<file path="config.mk">
export PLATFORM = sky130hd
export DESIGN_NAME = fmul_alt
export DESIGN_NICKNAME = d
export VERILOG_FILES = /design/src/rtl/fmul_alt_pkg.sv /design/src/rtl/fmul_alt_unpack.sv /design/src/rtl/fmul_alt_core.sv /design/src/rtl/fmul_alt_pack.sv /design/src/rtl/fmul_alt.sv
export SDC_FILE = /design/constraint.sdc
export NUM_CORES = 2
export LEC_CHECK = 0
export CAP_MARGIN = 20
export CORE_MARGIN = 2
export CORE_UTILIZATION = 35
export DETAILED_ROUTE_END_ITERATION = 12
export GPL_TIMING_DRIVEN = 0
export SETUP_SLACK_MARGIN = 0.15
export SLEW_MARGIN = 20
export SYNTH_ARGS = -nofsm -noshare
export SYNTH_HDL_FRONTEND = slang
export SYNTH_SLANG_ARGS = --single-unit
</file>
<file path="constraint.sdc">
create_clock -name clk -period 36.4 [get_ports clk]
set_input_delay 3.64 -clock clk [delete_from_list [all_inputs] [get_ports clk]]
set_output_delay 3.64 -clock clk [all_outputs]
set_load 0.01 [all_outputs]
</file>
<file path="src/rtl/fmul_alt_pkg.sv">
package fmul_alt_pkg;
   // Operand class after decoding; the graphics model never yields INF or NAN.
   typedef enum logic [1:0] {
      CLS_ZERO = 2'd0,
      CLS_FIN  = 2'd1,
      CLS_INF  = 2'd2,
      CLS_NAN  = 2'd3
   } fcls_e;
endpackage

</file>
<file path="src/rtl/fmul_alt_unpack.sv">
module fmul_alt_unpack
   import fmul_alt_pkg::*;
#(
   parameter int EW = 8,
   parameter int MW = 23
)(
   input  logic                    [EW+MW:0] word,
   input  logic                              alt,
   input  logic                              abs_en,
   output logic                              sign,
   output fcls_e                             cls,
   output logic                    [MW:0]    sig,
   output logic signed             [EW+2:0]  expo
);
   localparam int XW  = EW + 3;
   localparam int LZW = $clog2(MW + 1);
   localparam logic [EW-1:0] E_ONES = '1;
   localparam logic [EW-1:0] E_TOP  = E_ONES - 1'b1;

   logic [EW-1:0]  ef;
   logic [MW-1:0]  ff;
   logic [LZW-1:0] lz;

   always_comb begin
      ef   = word[EW+MW-1:MW];
      ff   = word[MW-1:0];
      sign = word[EW+MW] & ~abs_en;
      // shift that brings the leading one of a subnormal fraction to bit MW
      lz = '0;
      for (int i = 0; i < MW; i++) begin
         if (ff[i]) lz = LZW'(MW - i);
      end
      sig  = '0;
      expo = '0;
      cls  = CLS_FIN;
      if (ef == '0) begin
         if (alt || ff == '0) begin
            cls = CLS_ZERO;
         end else begin
            sig  = {1'b0, ff} << lz;
            expo = XW'(1) - XW'(lz);
         end
      end else if (ef == E_ONES) begin
         if (alt) begin
            sig  = '1;
            expo = XW'(E_TOP);
         end else if (ff == '0) begin
            cls = CLS_INF;
         end else begin
            cls = CLS_NAN;
         end
      end else begin
         sig  = {1'b1, ff};
         expo = XW'(ef);
      end
   end
endmodule

</file>
<file path="src/rtl/fmul_alt_core.sv">
module fmul_alt_core #(
   parameter int EW = 8,
   parameter int MW = 23
)(
   input  logic        [MW:0]        sig_a,
   input  logic        [MW:0]        sig_b,
   input  logic signed [EW+2:0]      exp_a,
   input  logic signed [EW+2:0]      exp_b,
   output logic        [2*MW+1:0]    norm,
   output logic signed [EW+2:0]      er
);
   localparam int FW   = MW + 1;
   localparam int PW   = 2 * FW;
   localparam int XW   = EW + 3;
   localparam int BIAS = (1 << (EW - 1)) - 1;

   logic [PW-1:0] prod;
   logic          top;

   always_comb begin
      prod = {{FW{1'b0}}, sig_a} * {{FW{1'b0}}, sig_b};
      top  = prod[PW-1];
      // leading one placed at bit PW-1; er is the biased exponent of the exact product
      norm = top ? prod : (prod << 1);
      er   = exp_a + exp_b - XW'(BIAS) + $signed({{(XW-1){1'b0}}, top});
   end
endmodule

</file>
<file path="src/rtl/fmul_alt_pack.sv">
module fmul_alt_pack
   import fmul_alt_pkg::*;
#(
   parameter int EW = 8,
   parameter int MW = 23
)(
   input  logic                  sign_a,
   input  logic                  sign_b,
   input  fcls_e                 cls_a,
   input  fcls_e                 cls_b,
   input  logic                  alt,
   input  logic [2*MW+1:0]       norm,
   input  logic signed [EW+2:0]  er,
   output logic [EW+MW:0]        res,
   output logic                  ovf,
   output logic                  unf,
   output logic                  inv
);
   localparam int FW = MW + 1;
   localparam int PW = 2 * FW;
   localparam int XW = EW + 3;
   localparam logic [EW-1:0]    E_ONES = '1;
   localparam logic [EW-1:0]    E_TOP  = E_ONES - 1'b1;
   localparam logic [EW-1:0]    E_MIN  = EW'(1);
   localparam logic [EW+MW:0]   QNAN   = {1'b0, E_ONES, 1'b1, {(MW-1){1'b0}}};

   logic                 res_sign, tiny, rnd_up, guard, sticky, lost, big;
   logic                 any_zero, any_inf, any_nan, bad_pair;
   logic [XW-1:0]        sh;
   logic [PW-1:0]        shd, mask;
   logic [FW-1:0]        kept;
   logic [FW:0]          rsig;
   logic signed [XW-1:0] efin;
   logic [EW-1:0]        efield;
   logic [EW+MW:0]       fin_word;

   always_comb begin
      res_sign = sign_a ^ sign_b;
      tiny     = (er < XW'(1));
      sh       = tiny ? (XW'(1) - er) : '0;
      shd      = norm >> sh;
      mask     = ~({PW{1'b1}} << sh);
      lost     = |(norm & mask);
      kept     = shd[PW-1:FW];
      guard    = shd[FW-1];
      sticky   = (|shd[FW-2:0]) | lost;
      rnd_up   = guard & (sticky | kept[0]);
      rsig     = {1'b0, kept} + {{FW{1'b0}}, rnd_up};
      efin     = er + $signed({{(XW-1){1'b0}}, rsig[FW]});
      big      = !tiny && (efin >= $signed({3'b000, E_ONES}));
      efield   = tiny ? {{(EW-1){1'b0}}, rsig[MW]} : efin[EW-1:0];
      fin_word = {res_sign, efield, rsig[MW-1:0]};

      any_zero = (cls_a == CLS_ZERO) || (cls_b == CLS_ZERO);
      any_inf  = (cls_a == CLS_INF)  || (cls_b == CLS_INF);
      any_nan  = (cls_a == CLS_NAN)  || (cls_b == CLS_NAN);
      bad_pair = any_zero && any_inf;

      res = fin_word;
      ovf = 1'b0;
      unf = 1'b0;
      inv = 1'b0;
      if (alt) begin
         if (any_zero) begin
            res = '0;
         end else if (big) begin
            res = {res_sign, E_TOP, {MW{1'b1}}};
            ovf = 1'b1;
         end else if (tiny) begin
            res = {res_sign, E_MIN, {MW{1'b0}}};
            unf = 1'b1;
         end
      end else begin
         if (any_nan) begin
            res = QNAN;
         end else if (bad_pair) begin
            res = QNAN;
            inv = 1'b1;
         end else if (any_inf) begin
            res = {res_sign, E_ONES, {MW{1'b0}}};
         end else if (any_zero) begin
            res = {res_sign, {(EW+MW){1'b0}}};
         end else if (big) begin
            res = {res_sign, E_ONES, {MW{1'b0}}};
            ovf = 1'b1;
         end else begin
            unf = tiny;
         end
      end
   end
endmodule

</file>
<file path="src/rtl/fmul_alt.sv">
module fmul_alt
   import fmul_alt_pkg::*;
#(
   parameter int EW = 8,
   parameter int MW = 23
)(
   input  logic             clk,
   input  logic             rst_n,
   input  logic             in_valid,
   input  logic [EW+MW:0]   in_a,
   input  logic [EW+MW:0]   in_b,
   input  logic             alt_mode,
   input  logic             abs_a,
   input  logic             abs_b,
   output logic             out_valid,
   output logic [EW+MW:0]   out_res,
   output logic             out_ovf,
   output logic             out_unf,
   output logic             out_inv
);
   localparam int XW = EW + 3;
   localparam int WW = EW + MW + 1;

   if (EW < 3 || MW < 3) begin : g_bad_width
      $error("fmul_alt: EW and MW must both be 3 or more");
   end

   logic [1:0][WW-1:0]   op_w;
   logic [1:0]           op_abs;
   logic [1:0]           op_sgn;
   fcls_e                op_cls [2];
   logic [MW:0]          op_sig [2];
   logic signed [XW-1:0] op_exp [2];

   assign op_w[0]   = in_a;
   assign op_w[1]   = in_b;
   assign op_abs[0] = abs_a;
   assign op_abs[1] = abs_b;

   for (genvar g = 0; g < 2; g++) begin : g_unp
      fmul_alt_unpack #(.EW(EW), .MW(MW)) u_unp (
         .word   (op_w[g]),
         .alt    (alt_mode),
         .abs_en (op_abs[g]),
         .sign   (op_sgn[g]),
         .cls    (op_cls[g]),
         .sig    (op_sig[g]),
         .expo   (op_exp[g])
      );
   end

   logic [2*MW+1:0]      norm;
   logic signed [XW-1:0] er;
   logic [WW-1:0]        res;
   logic                 ovf, unf, inv;

   fmul_alt_core #(.EW(EW), .MW(MW)) u_core (
      .sig_a (op_sig[0]),
      .sig_b (op_sig[1]),
      .exp_a (op_exp[0]),
      .exp_b (op_exp[1]),
      .norm  (norm),
      .er    (er)
   );

   fmul_alt_pack #(.EW(EW), .MW(MW)) u_pack (
      .sign_a (op_sgn[0]),
      .sign_b (op_sgn[1]),
      .cls_a  (op_cls[0]),
      .cls_b  (op_cls[1]),
      .alt    (alt_mode),
      .norm   (norm),
      .er     (er),
      .res    (res),
      .ovf    (ovf),
      .unf    (unf),
      .inv    (inv)
   );

   always_ff @(posedge clk) begin
      if (!rst_n) begin
         out_valid <= 1'b0;
         out_res   <= '0;
         out_ovf   <= 1'b0;
         out_unf   <= 1'b0;
         out_inv   <= 1'b0;
      end else begin
         out_valid <= in_valid;
         if (in_valid) begin
            out_res <= res;
            out_ovf <= ovf;
            out_unf <= unf;
            out_inv <= inv;
         end
      end
   end
endmodule

</file>
# Yosys cells after proc, flatten, opt, wreduce, memory -nomap -nowiden
# Index checks and enable logic that the tools add are counted.
# op_classes
addsub	8
n_mul	1
n_lt_le_gt_ge	2
eq_ne	6
shift	4
muxes	100
bitwise_logic	10
reduce_logical	16
# ops
op	n
$mux 5	46
$mux 24	7
$mux 31	5
$mux 32	4
$mux 11	6
$and 48x48->48	1
$mul 24x24->48	1
$mux 48	1
$not 48->48	1
$reduce_or 48->1	1
$shl 23x5->24	2
$shl 48x11->48 const A	1
$shr 48x11->48	1
$logic_not 23->1	2
$add 24x1->25	1
$mux 8	3
$reduce_or 23->1	1
$add 11x2->11	2
$mux 1	22
$eq 8x8->1 const B	2
$logic_not 8->1	2
$mux 2	6
$sub 1x5->6 const A	2
$add 11x11->11	1
13 further kinds	26
# word_totals
register_bits	36
in_bits	70
out_inout_bits	36
word_cells	152

# Longest topological paths before layout
# depth
word_depth	48
ltp_mapped	88
ltp_nobuf	78

# Modules after synthesis
# Synthesis repeated with hierarchy kept, for this count alone.
# hier_totals
hier_cells	3829
hier_area_um2	30530.5
# modules_own_cells
module	n_inst	cells_per_inst	area_per_inst_um2	seq_area_each_um2
fmul_alt_core	1	2295	20221.9	0.0
fmul_alt_pack	1	848	5261.3	0.0
fmul_alt_unpack	2	286	1834.3	0.0
fmul_alt	1	114	1378.8	720.7

# Least setup slack after synthesis
# No wires, ideal clock.
# synth_timing
path_type	input-to-reg
from	input port in_a[4]
to	register out_res[0]
setup_ns	0.081
arrival_time_ns	21.435
required_ns	36.319
setup_slack_ns	14.885
path_stages	86
path_buffers	11
cell_sequence	nor2_1 -> o31ai_1 -> a211oi_1 -> nor3_1 -> nor3_1 -> nor3_1 -> o31a_1 -> nor3_1 -> nor2_1 -> clkinv_1 -> buf_1 -> clkbuf_1 -> mux2i_1 -> mux2i_1 -> a32oi_1 -> a22oi_1 -> clkbuf_1 -> nand2_1 -> [... 50 more ...] -> nor4_1 -> ha_1 -> ha_1 -> nand2_1 -> a21oi_1 -> a21oi_1 -> o22a_1 -> nor3_1 -> nor3_1 -> a31oi_1 -> clkbuf_1 -> nand2_1 -> nor2_1 -> nor4_1 -> nand4_1 -> a211oi_1 -> o2111a_1 -> a41oi_1
# synth_between
elab_chain_len	44
word_cells_on_any_way	71
classes_between	add/sub: 7; mul: 1; order compare: 2; eq/ne: 2; shift: 3; mux: 40; bitwise: 5; reduce/logical: 11
# synth_lines
element	line	text
start: declaration	fmul_alt.sv:10	input logic [EW+MW:0] in_a,
parallel branches: the longest is 43 deep, another holds $mux 5	n/a	
$mux 32 *	fmul_alt_pack.sv:63	if (alt) begin
end signal: assignment	fmul_alt.sv:90	out_res <= res;
end: declaration	fmul_alt.sv:16	output logic [EW+MW:0] out_res,
# Every way passes the cells marked *.
# A chain may end at the register's enable or synchronous reset.

# Worst setup path in the final report
# layout_timing
from	input port in_a[4]
to	register out_res[11]
# Same word-level chain as after synthesis.

==> impl_metrics.json <==
{
  "cpPeakStageDelay_ps": 950,
  "synth_cells": 3948,
  "reg2reg_depth": 7,
  "cts_resized": 0,
  "end_kind": "register",
  "io_pins": 106,
  "clock_path_buffers": 2,
  "synth_top_area_share_pct": 32.13,
  "finalWorstSetupSlack_ps": 6444,
  "num_rows": 107,
  "num_vias": 30134,
  "crit_path_start_kind": "primary input",
  "period_needed_ps": 29960,
  "hold_path_depth": 1,
  "synth_edf_count": 0,
  "routedWlPerCell_um": 23.82,
  "design_area_mm2": 0.03279,
  "clk_pin_slew_ps": 60,
  "dieArea_mm2": 0.08835,
  "syn_to_final_growth_pct": 8.959,
  "via_per_inst": 5.789,
  "synth_top_cell_by_area": "fa_1",
  "synth_seq_cells": 36,
  "nets": 4813,
  "ctsHoldBuffers": 0,
  "rsz0062_at_grt": "false",
  "worst_r2r_endpoint": "out_res[0]",
  "dpl_cell_area_mm2": 0.03259,
  "root_buffer": "clkbuf_16",
  "holdPathEnd": "out_res[16]",
  "htree_levels": 2,
  "die_h_um": 297.2,
  "ant_nets": 0,
  "fmax_mhz": 33.38,
  "crit_fanout": 10,
  "holdCritStartpoint": "out_res[16]",
  "max_slew_margin_pct": 22.00,
  "grt_max_degree": 12,
  "crit_slowest_cell": "o41ai_1",
  "async_reset_ff_share_pct": 0,
  "gp_congestion": 1.003,
  "antenna_found_initial": 1,
  "grt_usage_pct": 27.95,
  "drc_errors": 0,
  "drv_cap": 0,
  "dr.pass1.iters": 6,
  "path_buf_inv": 26,
  "finalHoldViolations": 0,
  "critPathKind": "in -> reg",
  "holdCritPathClass": "reg -> reg",
  "portBuffers": 102,
  "die_w_um": 297.2,
  "reg2reg_slack_ps": 34540,
  "core_area_mm2": 0.08515,
  "cts_buffers": 5,
  "synth_flop_cell": "dfxtp_1",
  "crit_family": "buffers and inverters",
  "finalSetupTns_ps": 0,
  "syn_area_per_cell_um2": 7.623,
  "initial_core_util_pct": 35.35,
  "grt_pass1_wl_um": 192300,
  "fin_skew_ps": 0,
  "antenna_cells": 0,
  "cp_data_required_time_ps": 36600,
  "drive_gt1_share_pct": 3.398,
  "n_fill_cell": 9081,
  "status": "completed",
  "synth_area_leaders": "fa_1, ha_1, nand2_1, inv_1, a21oi_1",
  "netlist_area_mm2": 0.03010,
  "clkLatencyLatePin_ps": 280,
  "drt_wl_total_um": 124000,
  "slew_violations": 0,
  "cts.sink_count": 36,
  "dp_worst_setup_slack_ps": 7402,
  "min_period_over_period_pct": 82.30,
  "drt-initial-drc-count": 2870,
  "critPathArrivalTime_ps": 30160,
  "worstMarginPinSlew_ps": 1155,
  "yosys_warnings": 0,
  "fin_cells": 5205,
  "report.final.setup_viol": 0,
  "dp_hpwl_um": 105900,
  "grt_pass1_vias": 30876,
  "synth_nets": 4701,
  "grt_overflow": 0,
  "cp_common_cell": "inv_1",
  "r2r-start": "out_res[0]",
  "ys_types": 113,
  "tritoncts": "done",
  "dp_cells": 5197,
  "ys_seq_area_share_pct": 2.395,
  "cts_setup_buffers": 0
}
## final cells by class
type                            count  area [um2]  area share [%]
Clock inverter                      1       30.03         0.09158
Timing Repair Buffer              105        1039           3.167
Tap cell                         1144        1431           4.365
Clock buffer                        7       152.6          0.4655
Sequential cell                    36       720.7           2.198
Buffer                            232       958.4           2.923
Inverter                          595        2236           6.819
Multi-Input combinational cell   3085       26220           79.97
## layer usage
| layer | track usage [%] | share of wire (%) | up-vias |
|---|---|---|---|
| met5 | 0 | 0 | - |
| met3 | 4.959 | 9.1 | 340 |
| li1 | - | - | 13396 |
| met1 | 36.07 | 40 | 14772 |
| met4 | 12.00 | 5.2 | 0 |
| met2 | 45.91 | 46 | 1626 |
## how the worst max path moves through the flow
stage                  from           to  slack [ps]  cells past startpoint
global placement    in_a[4]  out_res[14]        7440                     84
CTS                 in_a[4]  out_res[11]        7580                     84
detailed placement  in_a[4]  out_res[11]        7400                     84
finish              in_a[4]  out_res[11]        6440                     84
global route        in_a[4]  out_res[11]        5870                     83
floorplan           in_a[4]   out_res[0]       14880                     86
## worst register-to-register path, stage by stage, from the launching register on
cell and delay (ps):
dfxtp_1 350, nand2_1 90, o21ai_0 80, nor4_1 330
nand4_1 200, a211oi_1 260, o2111a_1 300, a41oi_1 130
## state kept, by name, summed over array words and instances (netlist names)
register and flops:
out_inv 1, out_ovf 1, out_res 32, out_valid 1, out_unf 1
## cell usage in the layout (no fill, tap or decap), drive strengths merged, types with 42 or more instances in the layout
| cell | count |
|---|---|
| nand3 | 85 |
| nor2b | 42 |
| o21ai | 199 |
| nor4 | 45 |
| nand2 | 618 |
| clkbuf | 192 |
| fa | 483 |
| inv | 591 |
| a21oi | 201 |
| clkdlybuf4s50 | 102 |
| ha | 200 |
| buf | 50 |
| nor2 | 221 |
| and2 | 114 |
| a31oi | 44 |
| nor3 | 103 |
| mux2i | 97 |
| xnor2 | 46 |
## stage by stage
step	hold WS (ps)	utilization, %
finish	451.8	38.51
global route	471.2	38.51
CTS	457.8	38.49
detailed placement	444.0	38.28
global placement	436.0	38.23
floorplan	480.7	-
## synth_stat cells (18+ instances only)
cell,instances
fa_1,483
nor4_1,45
and2_1,112
nand2_1,618
a21oi_1,197
o22ai_1,28
buf_2,28
ha_1,200
nor3_1,99
a22o_1,18
o21ai_0,182
nor2_1,219
xnor2_1,46
nand3_1,84
a22oi_1,19
clkbuf_1,185
nor2b_1,42
and3_1,21
dfxtp_1,36
a211oi_1,30
o221ai_1,18
inv_1,590
o211ai_1,26
nand4_1,31
xor2_1,35
a31oi_1,44
nand2b_1,39
mux2i_1,95
a21o_1,30
## cells by family (layout without fill, tap and decap cells)
family / Yosys count / after routing / share of synthesized area [%]
AND/OR/NAND/NOR: 1395 / 1395 / 21.84
buffers and inverters: 827 / 940 / 10.61
AO/OA/AOI/OAI: 808 / 808 / 18.04
adder cells (fa/ha/maj): 684 / 684 / 40.48
multiplexers: 117 / 117 / 4.278
XOR/XNOR: 81 / 81 / 2.357
flip-flops: 36 / 36 / 2.395
Power is left out: the tool's default activity adds up to more than one toggle a clock period on the data nets, which glitch-free logic cannot reach.
